File: src/rtl/fp_csr_pkg.sv
package fp_csr_pkg;

   localparam int WORD_W     = 32;
   localparam int NUM_EV     = 7;
   localparam int NUM_FLAGS  = 6;
   localparam int NUM_UNITS  = 3;
   localparam int HALF_UNIT  = 2;

   // event vector positions
   localparam int EV_INV = 0;
   localparam int EV_DZ  = 1;
   localparam int EV_OF  = 2;
   localparam int EV_UF  = 3;
   localparam int EV_IX  = 4;
   localparam int EV_IDN = 5;
   localparam int EV_ODN = 6;

   // word field positions
   localparam int NZCV_LSB   = 28;
   localparam int SAT_BIT    = 27;
   localparam int DN_BIT     = 25;
   localparam int FZ_BIT     = 24;
   localparam int RM_LSB     = 22;
   localparam int STRIDE_LSB = 20;
   localparam int FZH_BIT    = 19;
   localparam int LEN_LSB    = 16;
   localparam int LEN_W      = 3;
   localparam int STRIDE_W   = 2;
   localparam int IDN_POS    = 7;

   localparam logic [WORD_W-1:0] SIDE_FIELDS = 32'h0837_00FF;

   typedef enum logic [1:0] {
      REL_EQ = 2'd0,
      REL_LT = 2'd1,
      REL_GT = 2'd2,
      REL_UN = 2'd3
   } cmp_rel_e;

endpackage

File: src/rtl/fp_csr_flags.sv
module fp_csr_flags
   import fp_csr_pkg::*;
#(
   parameter int UNITS    = NUM_UNITS,
   parameter int HALF_IDX = HALF_UNIT
) (
   input  logic                              clk,
   input  logic                              rst_n,
   input  logic                              wr_en,
   input  logic [NUM_FLAGS-1:0]              wr_flags,
   input  logic [UNITS-1:0][NUM_EV-1:0]      unit_ev,
   output logic [NUM_FLAGS-1:0]              flags_q
);

   logic [UNITS-1:0][NUM_FLAGS-1:0] raised;
   logic [NUM_FLAGS-1:0]            raised_any;

   for (genvar u = 0; u < UNITS; u++) begin : g_unit
      logic idn_in;
      if (u == HALF_IDX) begin : g_half
         assign idn_in = 1'b0;
      end else begin : g_full
         assign idn_in = unit_ev[u][EV_IDN];
      end
      assign raised[u] = {idn_in,
                          unit_ev[u][EV_IX],
                          unit_ev[u][EV_UF] | unit_ev[u][EV_ODN],
                          unit_ev[u][EV_OF],
                          unit_ev[u][EV_DZ],
                          unit_ev[u][EV_INV]};
   end

   always_comb begin
      raised_any = '0;
      for (int u = 0; u < UNITS; u++) begin
         raised_any = raised_any | raised[u];
      end
   end

   always_ff @(posedge clk or negedge rst_n) begin
      if (!rst_n) begin
         flags_q <= '0;
      end else begin
         flags_q <= (wr_en ? wr_flags : flags_q) | raised_any;
      end
   end

endmodule

File: src/rtl/fp_csr_cmp_enc.sv
module fp_csr_cmp_enc
   import fp_csr_pkg::*;
(
   input  logic [1:0] rel,
   output logic [3:0] nzcv
);

   always_comb begin
      unique case (cmp_rel_e'(rel))
         REL_EQ:  nzcv = 4'b0110;
         REL_LT:  nzcv = 4'b1000;
         REL_GT:  nzcv = 4'b0010;
         default: nzcv = 4'b0011;
      endcase
   end

endmodule

File: src/rtl/fp_csr_store.sv
module fp_csr_store
   import fp_csr_pkg::*;
#(
   parameter logic [WORD_W-1:0] KEEP_MASK = 32'hF7C8_0000,
   parameter bit                REDUCED   = 1'b0,
   parameter bit                HALF_OK   = 1'b1
) (
   input  logic                clk,
   input  logic                rst_n,
   input  logic                wr_en,
   input  logic [WORD_W-1:0]   wr_data,
   input  logic                cmp_valid,
   input  logic [3:0]          nzcv,
   input  logic                sat_any,
   output logic [WORD_W-1:0]   word_q,
   output logic [LEN_W-1:0]    len_q,
   output logic [STRIDE_W-1:0] stride_q,
   output logic                sat_q
);

   localparam bit DROP_FZH = REDUCED || !HALF_OK;
   localparam logic [WORD_W-1:0] FZH_ONE  = WORD_W'(1) << FZH_BIT;
   localparam logic [WORD_W-1:0] EFF_MASK = DROP_FZH ? (KEEP_MASK & ~FZH_ONE) : KEEP_MASK;

   logic [WORD_W-1:0] word_d;

   always_comb begin
      word_d = wr_en ? (wr_data & EFF_MASK) : word_q;
      if (cmp_valid) begin
         word_d[NZCV_LSB +: 4] = nzcv;
      end
   end

   always_ff @(posedge clk or negedge rst_n) begin
      if (!rst_n) begin
         word_q <= '0;
      end else begin
         word_q <= word_d;
      end
   end

   if (REDUCED) begin : g_reduced
      assign len_q    = '0;
      assign stride_q = '0;
      assign sat_q    = 1'b0;
   end else begin : g_full
      always_ff @(posedge clk or negedge rst_n) begin
         if (!rst_n) begin
            len_q    <= '0;
            stride_q <= '0;
            sat_q    <= 1'b0;
         end else begin
            if (wr_en) begin
               len_q    <= wr_data[LEN_LSB +: LEN_W];
               stride_q <= wr_data[STRIDE_LSB +: STRIDE_W];
            end
            sat_q <= (wr_en ? wr_data[SAT_BIT] : sat_q) | sat_any;
         end
      end
   end

endmodule

File: src/rtl/fp_csr_unit.sv
module fp_csr_unit
   import fp_csr_pkg::*;
#(
   parameter logic [31:0] STORE_MASK      = 32'hF7C8_0000,
   parameter bit          REDUCED_PROFILE = 1'b0,
   parameter bit          HALF_SUPPORT    = 1'b1,
   parameter int          NUM_SAT_SRC     = 4
) (
   input  logic                   clk,
   input  logic                   rst_n,
   input  logic                   wr_en,
   input  logic [31:0]            wr_data,
   input  logic [6:0]             sd_ev,
   input  logic [6:0]             std_ev,
   input  logic [6:0]             hp_ev,
   input  logic [NUM_SAT_SRC-1:0] sat_set,
   input  logic                   cmp_valid,
   input  logic [1:0]             cmp_res,
   output logic [31:0]            rd_data,
   output logic [1:0]             round_mode,
   output logic                   flush_zero,
   output logic                   flush_zero_half,
   output logic                   default_nan
);

   if ((STORE_MASK & SIDE_FIELDS) != 0) begin : g_bad_mask
      $error("STORE_MASK overlaps separately held fields");
   end
   if (NUM_SAT_SRC < 1) begin : g_bad_sat
      $error("NUM_SAT_SRC must be at least 1");
   end

   logic [NUM_UNITS-1:0][NUM_EV-1:0] unit_ev;
   logic [NUM_FLAGS-1:0]             flags_q;
   logic [3:0]                       nzcv;
   logic [WORD_W-1:0]                word_q;
   logic [LEN_W-1:0]                 len_q;
   logic [STRIDE_W-1:0]              stride_q;
   logic                             sat_q;

   assign unit_ev = {hp_ev, std_ev, sd_ev};

   fp_csr_flags #(
      .UNITS    (NUM_UNITS),
      .HALF_IDX (HALF_UNIT)
   ) u_flags (
      .clk      (clk),
      .rst_n    (rst_n),
      .wr_en    (wr_en),
      .wr_flags ({wr_data[IDN_POS], wr_data[4:0]}),
      .unit_ev  (unit_ev),
      .flags_q  (flags_q)
   );

   fp_csr_cmp_enc u_cmp (
      .rel  (cmp_res),
      .nzcv (nzcv)
   );

   fp_csr_store #(
      .KEEP_MASK (STORE_MASK),
      .REDUCED   (REDUCED_PROFILE),
      .HALF_OK   (HALF_SUPPORT)
   ) u_store (
      .clk       (clk),
      .rst_n     (rst_n),
      .wr_en     (wr_en),
      .wr_data   (wr_data),
      .cmp_valid (cmp_valid),
      .nzcv      (nzcv),
      .sat_any   (|sat_set),
      .word_q    (word_q),
      .len_q     (len_q),
      .stride_q  (stride_q),
      .sat_q     (sat_q)
   );

   always_comb begin
      rd_data                          = word_q;
      rd_data[SAT_BIT]                 = sat_q;
      rd_data[STRIDE_LSB +: STRIDE_W]  = stride_q;
      rd_data[LEN_LSB +: LEN_W]        = len_q;
      rd_data[IDN_POS]                 = flags_q[5];
      rd_data[4:0]                     = flags_q[4:0];
   end

   assign round_mode      = word_q[RM_LSB +: 2];
   assign flush_zero      = word_q[FZ_BIT];
   assign flush_zero_half = word_q[FZH_BIT];
   assign default_nan     = word_q[DN_BIT];

endmodule

File: config.mk
export PLATFORM = sky130hd
export DESIGN_NAME = fp_csr_unit
export DESIGN_NICKNAME = d
export VERILOG_FILES = /design/src/rtl/fp_csr_pkg.sv /design/src/rtl/fp_csr_flags.sv /design/src/rtl/fp_csr_cmp_enc.sv /design/src/rtl/fp_csr_store.sv /design/src/rtl/fp_csr_unit.sv
export SDC_FILE = /design/constraint.sdc
export NUM_CORES = 1
export LEC_CHECK = 0
export BUFFER_PORTS_ARGS = -buffer_cell sky130_fd_sc_hd__buf_2
export CORE_MARGIN = 10
export CORE_UTILIZATION = 41
export DETAILED_ROUTE_END_ITERATION = 12
export GPL_ROUTABILITY_DRIVEN = 0
export PLACE_DENSITY = 0.87
export SETUP_SLACK_MARGIN = 0.05
export SYNTH_ARGS = -nofsm -noshare
export SYNTH_HDL_FRONTEND = slang
export SYNTH_HIERARCHICAL = 1
export SYNTH_SLANG_ARGS = --single-unit
File: constraint.sdc
create_clock -name clk -period 2.8 [get_ports clk]
set_clock_uncertainty 0.2 [all_clocks]
set_input_delay 0 -clock clk [delete_from_list [all_inputs] [get_ports clk]]
set_output_delay 0 -clock clk [all_outputs]
set_load 0.005 [all_outputs]
==> reports/metrics.yaml <==
min_path:
  holdCritPathClass: "input pin to flop"
sta:
  fmax_ghz: 0.478
  hold_viol: 0
  tns_ns: 0
  min_period_ns: 2.09
  setup_viol_count_final: 0
  timing.slew.headroom: 0.345
  rsz0062_at_grt: "false"
  layout_worst_path_cycle_share: 0.747
  tightest_slew_ns: 0.979
  worst_slack_ns: 0.708
  report.final.slew_viol_count: 0
grt:
  grt_pass1_wl_um: 6510
  grt_max_degree: 24
  grt_usage: 0.158
  first_global_vias: 1223
  overflow: 0
  antenna_found_initial: 0
place:
  dp_hpwl_um: 2720
  pre_cts_slack_ns: 1.56
  port_buffers: 78
power:
  pwr_density_cell_mw_per_mm2: 364
  irDropWorstVdd_v: 0.000240
  total_leakage_power_nw: 0.919
floorplan:
  dieArea_mm2: 0.00515
  die_w_um: 71.7
  ios: 100
  die_y_um: 71.7
  std_cell_rows: 18
  initial_core_util: 0.435
  coreArea_mm2: 0.00252
synthesis:
  syn_inst: 91
  syn_area_per_cell_um2: 12.1
  ys_warn_count: 6
  netlist_area_mm2: 0.00110
clocking:
  clkTransAtPathRegs_ns: 0.12
  h-tree-depth: 1
  clock-sinks: 22
  cts_setup_buffers: 0
  cts_buffers: 3
  cts_resized: 0
  cts_tree: "done"
  clock_latency_ns: 0.28
  holdBufCountCts: 42
  cts_buffer_depth: 2
  root_buffer: "clkbuf_4"
route:
  vias: 1074
  wl_per_cell_um: 17.7
  wl_met2_um: 1890
  drc: 0
  postRouteAntennaNets: 0
  drt-vias-per-instance: 4.59
  wl_met3_um: 562
  top_layer_used: "met4"
  wl_um: 4140
  firstDrtPassIters: 5
  drtIter0Drc: 99
  wl_met1_um: 1640
worst_setup_path:
  crit_path_max_incr_delay_ns: 0.59
  path_cells: "dlygate4sd3_1 -> buf_2 -> nor3_1 -> dlygate4sd3_1 -> nand2_1 -> dlygate4sd3_1"
  crit_top_cell: "dlygate4sd3_1"
  crit_type: "input pin to flop"
  cp_num_buf_inv: 4
  end_kind: "flop"
  cp_data_required_time_ns: 2.77
  worstPathMaxFanout: 1
  arrival_ns: 2.06
  crit_path_start_kind: "input pin"
  critical-path-top-delay-family: "buffers and inverters"
  slowest_stage: "dlygate4sd3_1"
run_status:
  status: "completed"
finish:
  fin_nets: 269
  area.growth.synth_to_final_pct: 67.6
  filler_cell_count: 170
  final_util: 0.729
  antenna_cells: 0
  layout-drive-gt1-share: 0.451
run:
  maxCapViolations: 0
[layout make-up]
class	instances	area (um2)	share of cell area
well taps	30	37.5	0.0204
flip-flops and latches	22	551	0.299
repair buffers	120	811	0.441
multi-input cells	59	418	0.227
clock buffers	3	22.5	0.0122
[cell usage in the layout, fill, tap and decap left out, drive strengths merged, types with 2 or more instances in the layout]
cell	count
dfrtp	22
nor3	4
nand2	9
nor2b	2
mux2	11
mux2i	10
conb	10
buf	78
dlygate4sd3	42
nor2	3
o21ai	4
clkbuf	3
[worst paths after layout]
path,from,to,slack (ns),cells after the start
max in group asynchronous,rst_n,u_flags/flags_q[0],1.07,3
max,std_ev[4],u_flags/flags_q[4],0.71,6
min reg2reg,u_store/word_q[26],u_store/word_q[26],0.32,1
min,wr_en,u_store/word_q[23],0.11,2
min in group asynchronous,rst_n,u_store/word_q[29],0.72,3
max reg2reg,u_store/sat_q,u_store/sat_q,1.19,3
[registers in the layout, indices dropped and copies added (netlist names)]
name and flops:
u_store/stride_q 2, u_store/word_q 10, u_flags/flags_q 6, u_store/sat_q 1
u_store/len_q 3
[report_power, final]
group          total (mW)  internal (mW)  leakage [nW]  switching, mW
Clock               0.136         0.0500        0.0138         0.0856
Combinational       0.180          0.111         0.665         0.0695
Sequential          0.354          0.340         0.241         0.0133
[through the flow]
stage	instance area (um2)	hold slack, ns	instances	total power, mW
detailed placement	1400	-0.211	189	0.493
finish	1840	0.107	234	0.669
floorplan	1130	-0.496	100	0.436
global placement	1400	-0.229	189	0.486
global route	1840	0.113	234	0.710
CTS	1840	0.0883	234	0.673
[per-layer routing]
| metal | vias to the layer above | GRT usage |
|---|---|---|
| met2 | 71 | 0.251 |
| met4 | 0 | 0.0516 |
| met5 | - | 0 |
| li1 | 506 | - |
| met3 | 6 | 0.0744 |
| met1 | 491 | 0.184 |
(Power assumes the default switching activity.)
